File: src/rtl/shared_rng_pkg.sv
package shared_rng_pkg;

    localparam int WORD_W = 32;

    typedef logic [WORD_W-1:0] word_t;

    typedef enum logic {
        VIEW_PLAIN    = 1'b0,
        VIEW_REVERSED = 1'b1
    } view_kind_e;

    typedef struct packed {
        logic  take;
        word_t value;
    } capture_t;

    localparam word_t DEF_SEED      = 32'h1F2E_3D4C;
    localparam word_t DEF_MASK_BASE = 32'h5A3C_96E1;
    localparam word_t DEF_MASK_STEP = 32'h9E37_79B9;

    function automatic word_t lfsr_step(input word_t s);
        logic fb;
        fb = s[31] ^ s[21] ^ s[1] ^ s[0];
        return {s[WORD_W-2:0], fb};
    endfunction

    function automatic word_t rotate_left(input word_t s, input int amt);
        word_t r;
        for (int b = 0; b < WORD_W; b++) begin
            r[(b + amt) % WORD_W] = s[b];
        end
        return r;
    endfunction

    function automatic word_t reverse_bits(input word_t s);
        word_t r;
        for (int b = 0; b < WORD_W; b++) begin
            r[WORD_W-1-b] = s[b];
        end
        return r;
    endfunction

    function automatic word_t core_mask(input int idx, input word_t base, input word_t step);
        word_t prod;
        prod = word_t'(idx) * step;
        return base ^ prod;
    endfunction

endpackage

File: src/rtl/srv_lfsr.sv
module srv_lfsr
    import shared_rng_pkg::*;
#(
    parameter word_t SEED = DEF_SEED
) (
    input  logic  clk,
    input  logic  rst,
    output word_t state_o
);

    word_t state_q;

    always_ff @(posedge clk) begin
        if (rst) begin
            state_q <= SEED;
        end else begin
            state_q <= lfsr_step(state_q);
        end
    end

    assign state_o = state_q;

    // the cycle after a reset edge shows the seed
    a_r1_seed_load: assert property (@(posedge clk) disable iff (rst)
        $past(rst) |-> state_q == SEED);

    // the all-zero lock-up state is never reached
    a_r2_nonzero: assert property (@(posedge clk) disable iff (rst)
        state_q != '0);

    // the state moves on every edge out of reset
    a_r2_moves: assert property (@(posedge clk) disable iff (rst)
        !$past(rst) |-> state_q != $past(state_q));

endmodule

File: src/rtl/srv_core_tap.sv
module srv_core_tap
    import shared_rng_pkg::*;
#(
    parameter int    IDX       = 0,
    parameter word_t MASK_BASE = DEF_MASK_BASE,
    parameter word_t MASK_STEP = DEF_MASK_STEP
) (
    input  logic  clk,
    input  logic  rst,
    input  word_t state_i,
    input  logic  rd_en_i,
    output word_t word_o
);

    localparam int         ROT_AMT = (4 * IDX) % WORD_W;
    localparam view_kind_e KIND    = (IDX % 2 == 1) ? VIEW_REVERSED : VIEW_PLAIN;
    localparam word_t      MASK    = core_mask(IDX, MASK_BASE, MASK_STEP);

    word_t    rotated;
    word_t    permuted;
    capture_t cap;
    word_t    word_q;

    assign rotated = rotate_left(state_i, ROT_AMT);

    generate
        if (KIND == VIEW_REVERSED) begin : g_rev
            assign permuted = reverse_bits(rotated);
        end else begin : g_plain
            assign permuted = rotated;
        end
    endgenerate

    always_comb begin
        cap.take  = rd_en_i;
        cap.value = permuted ^ MASK;
    end

    always_ff @(posedge clk) begin
        if (rst) begin
            word_q <= '0;
        end else if (cap.take) begin
            word_q <= cap.value;
        end
    end

    assign word_o = word_q;

    // an idle core keeps its word
    a_r6_hold: assert property (@(posedge clk) disable iff (rst)
        !rd_en_i |=> $stable(word_o));

    // reset clears the core output
    a_r8_reset_clear: assert property (@(posedge clk)
        rst |=> word_o == '0);

endmodule

File: src/rtl/shared_rng_views.sv
module shared_rng_views
    import shared_rng_pkg::*;
#(
    parameter int    NUM_CORES = 8,
    parameter word_t SEED      = DEF_SEED,
    parameter word_t MASK_BASE = DEF_MASK_BASE,
    parameter word_t MASK_STEP = DEF_MASK_STEP
) (
    input  logic                        clk,
    input  logic                        rst,
    input  logic [NUM_CORES-1:0]        rd_en_i,
    output logic [NUM_CORES*WORD_W-1:0] rnd_o
);

    word_t shared_state;

    srv_lfsr #(.SEED(SEED)) lfsr_i (
        .clk     (clk),
        .rst     (rst),
        .state_o (shared_state)
    );

    generate
        for (genvar i = 0; i < NUM_CORES; i++) begin : g_core
            word_t tap_word;

            srv_core_tap #(
                .IDX       (i),
                .MASK_BASE (MASK_BASE),
                .MASK_STEP (MASK_STEP)
            ) tap_i (
                .clk     (clk),
                .rst     (rst),
                .state_i (shared_state),
                .rd_en_i (rd_en_i[i]),
                .word_o  (tap_word)
            );

            assign rnd_o[i*WORD_W +: WORD_W] = tap_word;
        end
    endgenerate

    // the shared state is never held at zero while outputs are served
    a_r1_state_live: assert property (@(posedge clk) disable iff (rst)
        (|rd_en_i) |-> shared_state != '0);

endmodule

File: config.mk
export PLATFORM = sky130hd
export DESIGN_NAME = shared_rng_views
export DESIGN_NICKNAME = d
export VERILOG_FILES = /design/src/rtl/shared_rng_pkg.sv /design/src/rtl/srv_lfsr.sv /design/src/rtl/srv_core_tap.sv /design/src/rtl/shared_rng_views.sv
export SDC_FILE = /design/constraint.sdc
export NUM_CORES = 1
export LEC_CHECK = 0
export BUFFER_PORTS_ARGS = -buffer_cell sky130_fd_sc_hd__buf_2
export CORE_MARGIN = 10
export CORE_UTILIZATION = 36
export CTS_BUF_LIST = sky130_fd_sc_hd__clkbuf_2
export CTS_CLUSTER_SIZE = 24
export DETAILED_ROUTE_END_ITERATION = 8
export GPL_ROUTABILITY_DRIVEN = 0
export SYNTH_ARGS = -nofsm -noshare
export SYNTH_HDL_FRONTEND = slang
export SYNTH_SLANG_ARGS = --single-unit
export TNS_END_PERCENT = 20
File: constraint.sdc
create_clock -name clk -period 1.9 [get_ports clk]
set_clock_uncertainty 0.05 [all_clocks]
set_input_delay 0.19 -clock clk [delete_from_list [all_inputs] [get_ports clk]]
set_output_delay 0.19 -clock clk [all_outputs]
set_load 0.01 [all_outputs]
**Word level (Yosys, flattened, before mapping)**

Cells that the tools add are included.
W data, S select, Z words.

- Bitwise logic cells: 11

Operator list:

| kind | count |
|---|---|
| $not A16 Y16 | 3 |
| $not A15 Y15 | 2 |
| $not A19 Y19 | 1 |
| $not A18 Y18 | 1 |
| $not A11 Y11 | 1 |
| $xor A1 B1 Y1 | 3 |

- Bits in registers: 288
- Output and inout port bits: 256
- Logic and storage cells: 20

**Logic depth before layout (Yosys ltp)**

- Word-level depth: 3
- Depth in mapped cells: 5
- Mapped depth without buffers: 3

**Cells and area by module**

Synthesis repeated with hierarchy kept, for this count alone.

- Cell total of the unflattened synthesis: 904
- Area total of the unflattened synthesis: 10108.4 sq um

By module, submodules not included:

| module | times used | cells each | area each (sq um) | seq. area each (sq um) |
|---|---|---|---|---|
| srv_core_tap (g_core[0].tap_i ...) | 2 | 104 | 1146.1 | 640.6 |
| srv_core_tap (g_core[2].tap_i ...) | 2 | 104 | 1113.6 | 640.6 |
| srv_core_tap (g_core[6].tap_i) | 1 | 105 | 1218.7 | 640.6 |
| srv_core_tap (g_core[4].tap_i) | 1 | 104 | 1198.6 | 640.6 |
| srv_core_tap (g_core[3].tap_i) | 1 | 104 | 1167.4 | 640.6 |
| srv_core_tap (g_core[5].tap_i) | 1 | 105 | 1122.3 | 640.6 |
| srv_lfsr | 1 | 70 | 882.1 | 640.6 |

**Worst setup path before layout**

Ideal clock, no wire load.

- Path kind: register to register
- Start: reg lfsr_i.state_q[31] (netlist: lfsr_i.state_o[31])
- End: reg lfsr_i.state_q[0] (netlist: lfsr_i.state_o[0])
- Arrival: 0.759 ns
- Required time: 1.733 ns
- Path slack: 0.973 ns
- Cell stages (with the launch flop): 5
- Path buffers: 1
- Clock period less this slack: 0.927 ns
- Cells stage by stage: dfxtp_1 buf_2 xnor2_1 xnor2_1 nor2_1

- Word-level cells in the longest chain between the ends: 3

Ends and longest elaborated chain:

| element | RTL line | text |
|---|---|---|
| start: declaration | srv_lfsr.sv:11 | `word_t state_q;` |
| start signal: assignment | srv_lfsr.sv:17 | `state_q <= lfsr_step(state_q);` |
| $xor A1 B1 Y1 (3 in series) | shared_rng_pkg.sv:23 | `fb = s[31] ^ s[21] ^ s[1] ^ s[0];` |

No other way between the ends.
A chain may end at the register's enable or synchronous reset.

**Worst setup path after layout**

- Start: reg g_core[1].tap_i.word_q[12]
- End: out rnd_o[44]

RTL lines:

| element | RTL line | text |
|---|---|---|
| start: declaration | srv_core_tap.sv:22 | `word_t word_q;` |
| start signal: assignment | srv_core_tap.sv:43 | `word_q <= cap.value;` |
| end: declaration | shared_rng_views.sv:12 | `output logic [NUM_CORES*WORD_W-1:0] rnd_o` |

No word-level cell between the ends.

==> results.toml <==
[synth]
synth_top_family_by_area = "multiplexers"
synthArstFlopShare_pct = 0
ys_top_cells_by_area = "dfxtp_1 (56%), mux2i_1 (22%), nor2_1 (9.7%), a211oi_2 (3.6%), buf_6 (2.2%)"
synth_simple_gate_area_share_pct = 11.0
avgSynthCellArea_sq_um = 10.9
syn-num-nets = 951
syn_area_sq_um = 10300
synth_xor_area_share_pct = 0.255
synth_compound_area_share_pct = 3.79
synth-seq-cells = 288
synthAdderAreaFrac_pct = 0
yosysTopAreaCell = "dfxtp_1"
synth_cell_types = 16
yosys_warnings = 0
yosys_most_used_dff = "dfxtp_1"
ys_seq_area_share_pct = 56.0
synth.most_common_cell = "dfxtp_1"
synth_commonest_cells = "dfxtp_1 (288), nor2_1 (267), mux2i_1 (224)"
syn_inst = 941
yosys-mux-area-fraction_pct = 21.8
synth_edf_count = 0
yosysTopAreaCellShare_pct = 56.0

[worst_setup_path]
crit_required_ns = 1.66
end_kind = "output pin"
setup.worst_path.start_class = "register"
crit_type = "reg -> out"
crit_start = "g_core[1].tap_i.word_o[12]"
path_max_fanout = 2
arrival_ns = 1.35
critPathMaxStageDelay_ns = 0.38
worst-path-buf-inv = 1
cp_cell_sequence = "buf_2"
cp_slowest_cell = "dfxtp_1"
path_delay_family = "flip-flops"
r2r-start = "lfsr_i.state_o[25]"

[sta]
hold_violations = 0
setup_tns_ns = 0
max_freq_mhz = 630
finalCriticalPeriod_ns = 1.59
setup_viol = 0
drv_slew = 0
rsz0062_at_grt = "false"
tightest_slew_ns = 0.608
fin_crit_sh_pct = 83.6
slew_headroom_pct = 59.4

[floorplanning]
die-area_sq_um = 35800
core-area_sq_um = 28000
rows = 61
die_w_um = 189
die-height_um = 189
initial_core_util_pct = 36.8
io_pins = 266

[place]
dpl.hpwl_um = 19500
port_buffers = 265
placed_cell_area_sq_um = 11800

[job]
max-cap-violations = 0

[pwr]
power.switching_w = 0.00368
p_seq_share_pct = 53.6
p_leak_nw = 6.51
netSwitchingFraction_pct = 29.3
power_density_nw_per_um2 = 997
power_w = 0.0126
p_clk_share_pct = 33.6
peakVddDrop_v = 0.000478
p_int_w = 0.00888
combPwrFrac_pct = 12.8

[hold_path]
hold_path.class = "in -> reg"
min_from = "rst"

[cells_and_area]
drive_gt1_share_pct = 34.3
fin_area_sq_um = 12600
multi_input_area_sq_um = 3790
register_area_sq_um = 5770
area_delta_synth_final_pct = 22.4
nFillCells = 2770
num-nets-final = 1250

[global_routing]
grt_pass1_wl_um = 46100
gr-usage-met3_pct = 6.50
grt_pass1_vias = 7739
grt.busiest_layer = "met2"
grt_usage_pct = 16.2
grt.met2_usage_pct = 25.4
met1_usage_pct = 19.9
grt_max_degree = 69
antenna_found_initial = 1
grt_overflow = 0

[clock_tree]
postCtsResizedCells = 0
holdBufCountCts = 10
clkTransAtPathRegs_ns = 0.09
cts.path.max_buffers = 3
clock_latency_ns = 0.81
cts_root_buffer = "clkbuf_2"
h-tree-depth = 3
postCtsSetupBuffers = 0
cts_sinks = 288
tritoncts.num_buffers = 77
cts_tree = "done"

[drt]
detail-route-antenna-nets = 0
dr_total_vias = 7492
dr.pass1.iters = 4
wl_per_cell_um = 17.8
drc_errors = 0
routed_wl_um = 29700
drt-initial-drc-count = 260
vias_per_cell = 4.49

[run_status]
status = "complete, no violations"
-- cell usage in the layout (no fill, tap or decap), types with 3 or more instances in the layout --
master	synthesis	final
inv_1	30	30
buf_4	9	6
dfxtp_1	288	288
nor2_2	3	3
mux2i_1	224	224
dlygate4sd3_1	0	10
clkinv_1	0	6
nor2_1	267	267
or2_1	17	17
buf_2	36	264
a211oi_2	30	30
buf_12	4	15
clkbuf_2	0	117
xnor2_1	3	3
-- worst reg2reg max path, stage by stage (launching register included) --
cell,delay [ns]
dfxtp_1,0.52
mux2i_1,0.13
nor2_1,0.09
dlygate4sd3_1,0.54
-- metrics by stage --
step | utilization [%] | setup WS [ns] | instances | hold WS [ns]
after floorplan | - | 0.973 | 941 | 0.405
after CTS | 45.0 | 0.197 | 1668 | 0.266
after detailed placement | 42.2 | 0.604 | 1529 | 0.423
after global routing | 45.0 | 0.173 | 1669 | 0.282
final | 45.0 | 0.312 | 1669 | 0.363
after global placement | 42.2 | 0.618 | 1529 | 0.418
-- logic make-up (layout without fill, tap and decap cells) --
family	Yosys count	after routing
flip-flops	288	288
AND/OR/NAND/NOR	288	288
multiplexers	224	224
buffers and inverters	106	455
AO/OA/AOI/OAI	32	32
XOR/XNOR	3	3
other	0	1
-- flip-flops by register name (all words and copies together) (netlist names) --
register             flops
lfsr_i.state_o          32
g_core.tap_i.word_o    256
-- area by class of cell --
cell class              instances  area share (%)
well taps                     378            3.75
repair buffers                296            14.1
diodes                          1          0.0199
inverters                      30           0.894
multi-input cells             547            30.1
clock buffers                 117            4.65
flip-flops and latches        288            45.8
clock inverters                12           0.665
-- per-layer routing --
layer  wire [um]  part of all wire [%]
met3        2650                   8.9
met4         489                   1.6
met5           0                     0
met2       13400                    45
met1       13100                    44
-- worst paths after layout --
check,endpoint,slack [ns],depth (start not counted)
max,rnd_o[44],0.31,1
min,g_core[2].tap_i.word_o[6],0.36,3
max reg2reg,g_core[5].tap_i.word_o[18],0.52,3
min reg2reg,g_core[4].tap_i.word_o[13],0.44,2
-- power groups by stage --
stage | Clock, W | Combinational, W | Sequential [W]
floorplan | 0 | 0.000896 | 0.00695
global placement | 0 | 0.00162 | 0.00687
detailed placement | 0 | 0.00163 | 0.00688
CTS | 0.00443 | 0.00165 | 0.00675
global route | 0.00478 | 0.00178 | 0.00680
finish | 0.00422 | 0.00161 | 0.00674
Power figures use the tool's default switching activity.
